[config.mk]
export PLATFORM = sky130hd
export DESIGN_NAME = valley_qualifier
export DESIGN_NICKNAME = d
export VERILOG_FILES = /design/src/rtl/valley_qualifier_pkg.sv /design/src/rtl/vq_sync.sv /design/src/rtl/vq_edge_qual.sv /design/src/rtl/vq_counter.sv /design/src/rtl/valley_qualifier.sv
export SDC_FILE = /design/constraint.sdc
export NUM_CORES = 1
export LEC_CHECK = 0
export BUFFER_PORTS_ARGS = -buffer_cell sky130_fd_sc_hd__clkbuf_2
export CAP_MARGIN = 30
export CORE_MARGIN = 3
export CORE_UTILIZATION = 30
export DETAILED_ROUTE_END_ITERATION = 12
export HOLD_SLACK_MARGIN = 0.1
export SETUP_SLACK_MARGIN = 0.4
export SYNTH_ARGS = -nofsm -noshare
export SYNTH_HDL_FRONTEND = slang
export SYNTH_SLANG_ARGS = --single-unit
[constraint.sdc]
create_clock -name clk -period 2.5 [get_ports clk]
set_input_delay 0.5 -clock clk [delete_from_list [all_inputs] [get_ports clk]]
set_output_delay 0.5 -clock clk [all_outputs]
set_load 0.02 [all_outputs]
[src/rtl/valley_qualifier_pkg.sv]
package valley_qualifier_pkg;

  // Saturating increment used by both the high-time and valley counters.
  function automatic logic [15:0] sat_inc(input logic [15:0] value, input logic [15:0] limit);
    return (value >= limit) ? limit : value + 16'd1;
  endfunction

  // A falling edge is qualified once the preceding high run reaches the minimum.
  function automatic logic run_is_long(input logic [15:0] run, input logic [15:0] min_run);
    return run >= min_run;
  endfunction

endpackage

[src/rtl/vq_sync.sv]
module vq_sync #(
  parameter int STAGES = 2
) (
  input  logic clk,
  input  logic rst_n,
  input  logic d_async,
  output logic q_sync
);
  logic [STAGES-1:0] chain;

  always_ff @(posedge clk or negedge rst_n) begin
    if (!rst_n) chain <= '0;
    else        chain <= {chain[STAGES-2:0], d_async};
  end

  assign q_sync = chain[STAGES-1];
endmodule

[src/rtl/vq_edge_qual.sv]
module vq_edge_qual #(
  parameter int MIN_HIGH_CYC = 40
) (
  input  logic clk,
  input  logic rst_n,
  input  logic cmp_s,
  input  logic gate_on,
  output logic valley_evt,
  output logic valley_pulse
);
  import valley_qualifier_pkg::*;

  localparam int HI_W = $clog2(MIN_HIGH_CYC + 1);

  logic [HI_W-1:0] hi_run;
  logic            cmp_prev;
  logic            armed_w;
  logic            fall_w;

  always_ff @(posedge clk or negedge rst_n) begin
    if (!rst_n) begin
      hi_run   <= '0;
      cmp_prev <= 1'b0;
    end else begin
      cmp_prev <= cmp_s;
      if (!cmp_s) hi_run <= '0;
      else        hi_run <= HI_W'(sat_inc(16'(hi_run), 16'(MIN_HIGH_CYC)));
    end
  end

  assign armed_w    = run_is_long(16'(hi_run), 16'(MIN_HIGH_CYC));
  assign fall_w     = cmp_prev && !cmp_s;
  assign valley_evt = fall_w && armed_w && !gate_on;

  always_ff @(posedge clk or negedge rst_n) begin
    if (!rst_n) valley_pulse <= 1'b0;
    else        valley_pulse <= valley_evt;
  end

  assert_pulse_single_R4: assert property (@(posedge clk) disable iff (!rst_n)
    valley_pulse |=> !valley_pulse);

  assert_gate_blocks_R5: assert property (@(posedge clk) disable iff (!rst_n)
    gate_on |=> !valley_pulse);

  assert_qualified_R2: assert property (@(posedge clk) disable iff (!rst_n)
    valley_pulse |-> ($past(armed_w) && $past(fall_w)));

  assert_run_reset_R3: assert property (@(posedge clk) disable iff (!rst_n)
    !cmp_s |=> (hi_run == '0));
endmodule

[src/rtl/vq_counter.sv]
module vq_counter #(
  parameter int CNT_W = 4
) (
  input  logic             clk,
  input  logic             rst_n,
  input  logic             gate_on,
  input  logic             valley_evt,
  output logic [CNT_W-1:0] count
);
  import valley_qualifier_pkg::*;

  localparam logic [CNT_W-1:0] CNT_MAX = '1;

  always_ff @(posedge clk or negedge rst_n) begin
    if (!rst_n)          count <= '0;
    else if (gate_on)    count <= '0;
    else if (valley_evt) count <= CNT_W'(sat_inc(16'(count), 16'(CNT_MAX)));
  end

  assert_count_clear_R6: assert property (@(posedge clk) disable iff (!rst_n)
    gate_on |=> (count == '0));

  assert_count_sat_R8: assert property (@(posedge clk) disable iff (!rst_n)
    (count == CNT_MAX && !gate_on) |=> (count == CNT_MAX));

  assert_count_step_R7: assert property (@(posedge clk) disable iff (!rst_n)
    !gate_on |=> (count == $past(count) || count == $past(count) + CNT_W'(1)));
endmodule

[src/rtl/valley_qualifier.sv]
module valley_qualifier #(
  parameter int MIN_HIGH_CYC = 40,
  parameter int CNT_W        = 4,
  parameter int SYNC_STAGES  = 2
) (
  input  logic             clk,
  input  logic             rst_n,
  input  logic             cmp_raw,
  input  logic             gate_on,
  output logic             valley_pulse,
  output logic [CNT_W-1:0] valley_count
);
  logic cmp_s;
  logic valley_evt;

  vq_sync #(.STAGES(SYNC_STAGES)) u_sync (
    .clk     (clk),
    .rst_n   (rst_n),
    .d_async (cmp_raw),
    .q_sync  (cmp_s)
  );

  vq_edge_qual #(.MIN_HIGH_CYC(MIN_HIGH_CYC)) u_qual (
    .clk          (clk),
    .rst_n        (rst_n),
    .cmp_s        (cmp_s),
    .gate_on      (gate_on),
    .valley_evt   (valley_evt),
    .valley_pulse (valley_pulse)
  );

  vq_counter #(.CNT_W(CNT_W)) u_cnt (
    .clk        (clk),
    .rst_n      (rst_n),
    .gate_on    (gate_on),
    .valley_evt (valley_evt),
    .count      (valley_count)
  );

  assert_count_follows_pulse_R7: assert property (@(posedge clk) disable iff (!rst_n)
    (valley_pulse && $past(valley_count) != '1) |-> (valley_count == $past(valley_count) + CNT_W'(1)));
endmodule

==> flow_summary_export.csv <==
group,metric,value,unit
outcome,run_status,"finished clean",
critical_path,cp-start-kind,"flop",
grt,antenna_found_initial,0,
synthesis,synth_edf_count,0,
synthesis,synth_area_leaders,"dfrtp_1, ha_1, a31oi_1, nor2_1, a22o_1",
routing,firstDrtPassIters,4,
synthesis,yosysTopAreaCell,"dfrtp_1",
finish,final_nets,75,
power,power_density,516.0,mW/mm^2
critical_path,cpPeakStageDelay,420,ps
timing,min_period_over_period,0.5539,
synthesis,syn_area,638.1,um^2
timing,worst_pin_slew,350.4,ps
floorplanning,row_count,16,
placed_design,placedCellCount,90,
synthesis,async_flop_share,1.000,
synthesis,syn_avg_cell_area,11.60,um^2
clock_network,ctsResizeCount,0,
clock_network,clk_pin_slew,80,ps
synthesis,synth-seq-area-share,0.5490,
floorplanning,fp.dieH,52.12,um
critical_path,end_kind,"output pin",
critical_path,cp_top_family,"flip-flops",
timing,finalMaxSlewViolations,0,
grt,grt_max_degree,15,
timing,setup_viol,0,
floorplanning,design.core.area,0.001982,mm^2
grt,grt.total_usage,0.09752,
grt,grt-busiest-layer,"met2",
clock_network,clkLatencyLatePin,270,ps
synthesis,ys_seq_elements,14,
finish,n_antenna_cell,0,
synthesis,synth-main-ff-cell,"dfrtp_1",
timing,clock_skew,2.550,ps
placed_design,post-dp-hpwl,844.7,um
grt,gr-total-overflow,0,
clock_network,cts_buffers,3,
finish,drive_gt1_frac,0.2424,
clock_network,cts_buffer_depth,2,
synthesis,synthDominantCellAreaShare,0.5490,
critical_path,crit_buf_inv,1,
grt,grt_pass1_vias,446,
clock_network,cts_tree,"done",
routing,dr_total_vias,435,
finish,most-common-layout-cells,"dfrtp_1, clkbuf_2, nor2_1",
critical_path,crit_required,2000,ps
critical_path,cp_slowest_cell,"dfrtp_1",
floorplanning,die_x,52.12,um
synthesis,synth_cell_types,23,
critical_path,worstPathArrival,880,ps
job,maxCapViolations,0,
floorplanning,start_util,0.3220,
placed_design,io_buffers,8,
timing,setup_tns,0,ps
grt,grt_util_met3,0.01719,
placed_design,gp_routability_congestion,0.6359,
power,ir_worst_vdd,0.0002184,V
timing,hold_violations,0,
timing,relSlewSlack,0.7664,
grt,grt_pass1_wl,1883,um
routing,drt_iter0_markers,3,
critical_path,cp_cell_sequence,"clkbuf_2",
routing,drcViolationCount,0,
floorplanning,io_pins,9,
clock_network,cts_max_level,1,
floorplanning,dieArea,0.002716,mm^2
timing,fmax,0.7221,GHz
routing,wirelength,1121,um
timing,rsz0062_at_grt,"false",
routing,avgViaCountPerCell,4.677,
synthesis,yosysWarnings,0,
critical_path,worstPathMaxFanout,5,
synthesis,synth_cells,55,
power,leakage,0.3472,nW
clock_network,ctsHoldBuffers,0,
worst_hold_path,hp-class,"in -> async",
timing,period_minus_slack,1385,ps
grt,use_met1,0.1103,
clock_network,root_buffer,"clkbuf_4",
critical_path,crit_type,"reg -> out",
synthesis,synth_fp_nets,62,
finish,instances_no_fill,93,
finish,area_growth,15.10,%
clock_network,cts_sinks,14,
clock_network,postCtsSetupRepairBufs,0,
grt,grt_use_met2,0.1590,
finish,final_common_cell,"dfrtp_1",
routing,wl_per_cell,12.05,um
routing,ant_nets,0,
## through the flow
step	power, mW	util	hold WS (ps)	area (um^2)	worst slack [ps]
global placement	0.2605	0.3592	335.2	711.9	1234
floorplan	0.2504	-	204.4	638.1	1319
detailed placement	0.2613	0.3592	339.5	711.9	1196
CTS	0.3862	0.3706	121.4	734.5	1101
finish	0.3790	0.3706	117.3	734.5	1115
global route	0.3949	0.3706	132.5	734.5	1072
## cell usage after synthesis (2+ instances only)
library cell	n
nand2_1	4
dfrtp_1	14
a22o_1	2
inv_1	4
a31oi_1	3
nand3_1	3
ha_1	3
xor2_1	2
and3_1	2
nor2_1	5
## cell families after synthesis
group,synth area share
simple gates,0.1706
flops,0.5490
compound gates,0.1569
buf+inv,0.02352
xor+xnor,0.04118
fa+ha+maj,0.05883
## layout make-up
| type | count | area, um^2 |
|---|---|---|
| fill | 192 | 1247 |
| sequential | 14 | 350.3 |
| multi-input combinational | 37 | 272.8 |
| timing repair buffer | 8 | 40.04 |
| tap | 27 | 33.78 |
| clock buffer | 3 | 22.52 |
| inverter | 4 | 15.01 |
## worst paths after layout
path / start / to / slack, ps / cells after the start
worst min register to register: u_sync.chain[0] / u_sync.chain[1] / 350 / 0
max in group asynchronous: rst_n / u_sync.chain[1] / 2130 / 1
worst min-delay path: rst_n / u_qual.hi_run[4] / 120 / 1
min in group clk: cmp_raw / u_sync.chain[0] / 330 / 1
worst max-delay path: u_cnt.count[3] / valley_count[3] / 1120 / 1
worst max register to register: u_qual.hi_run[4] / u_cnt.count[1] / 1310 / 3
## flip-flops by register name, indices dropped and copies added, names as in the netlist
| name | count |
|---|---|
| u_cnt.count | 4 |
| u_qual.cmp_prev | 1 |
| u_sync.chain | 2 |
| u_qual.hi_run | 6 |
| u_qual.valley_pulse | 1 |
## layer usage
layer	vias to the layer above	share of wire	wire length [um]
li1	218	-	-
met1	212	0.48	539
met2	3	0.49	549
met3	2	0.015	17
met4	0	0.012	14
met5	-	0	0
## report_power, final
| group | switching, mW | internal [mW] |
|---|---|---|
| clock | 0.0672 | 0.0557 |
| sequential | 0.00573 | 0.232 |
| combinational | 0.0110 | 0.00677 |
| total | 0.0840 | 0.295 |
(Power assumes the default switching activity.)
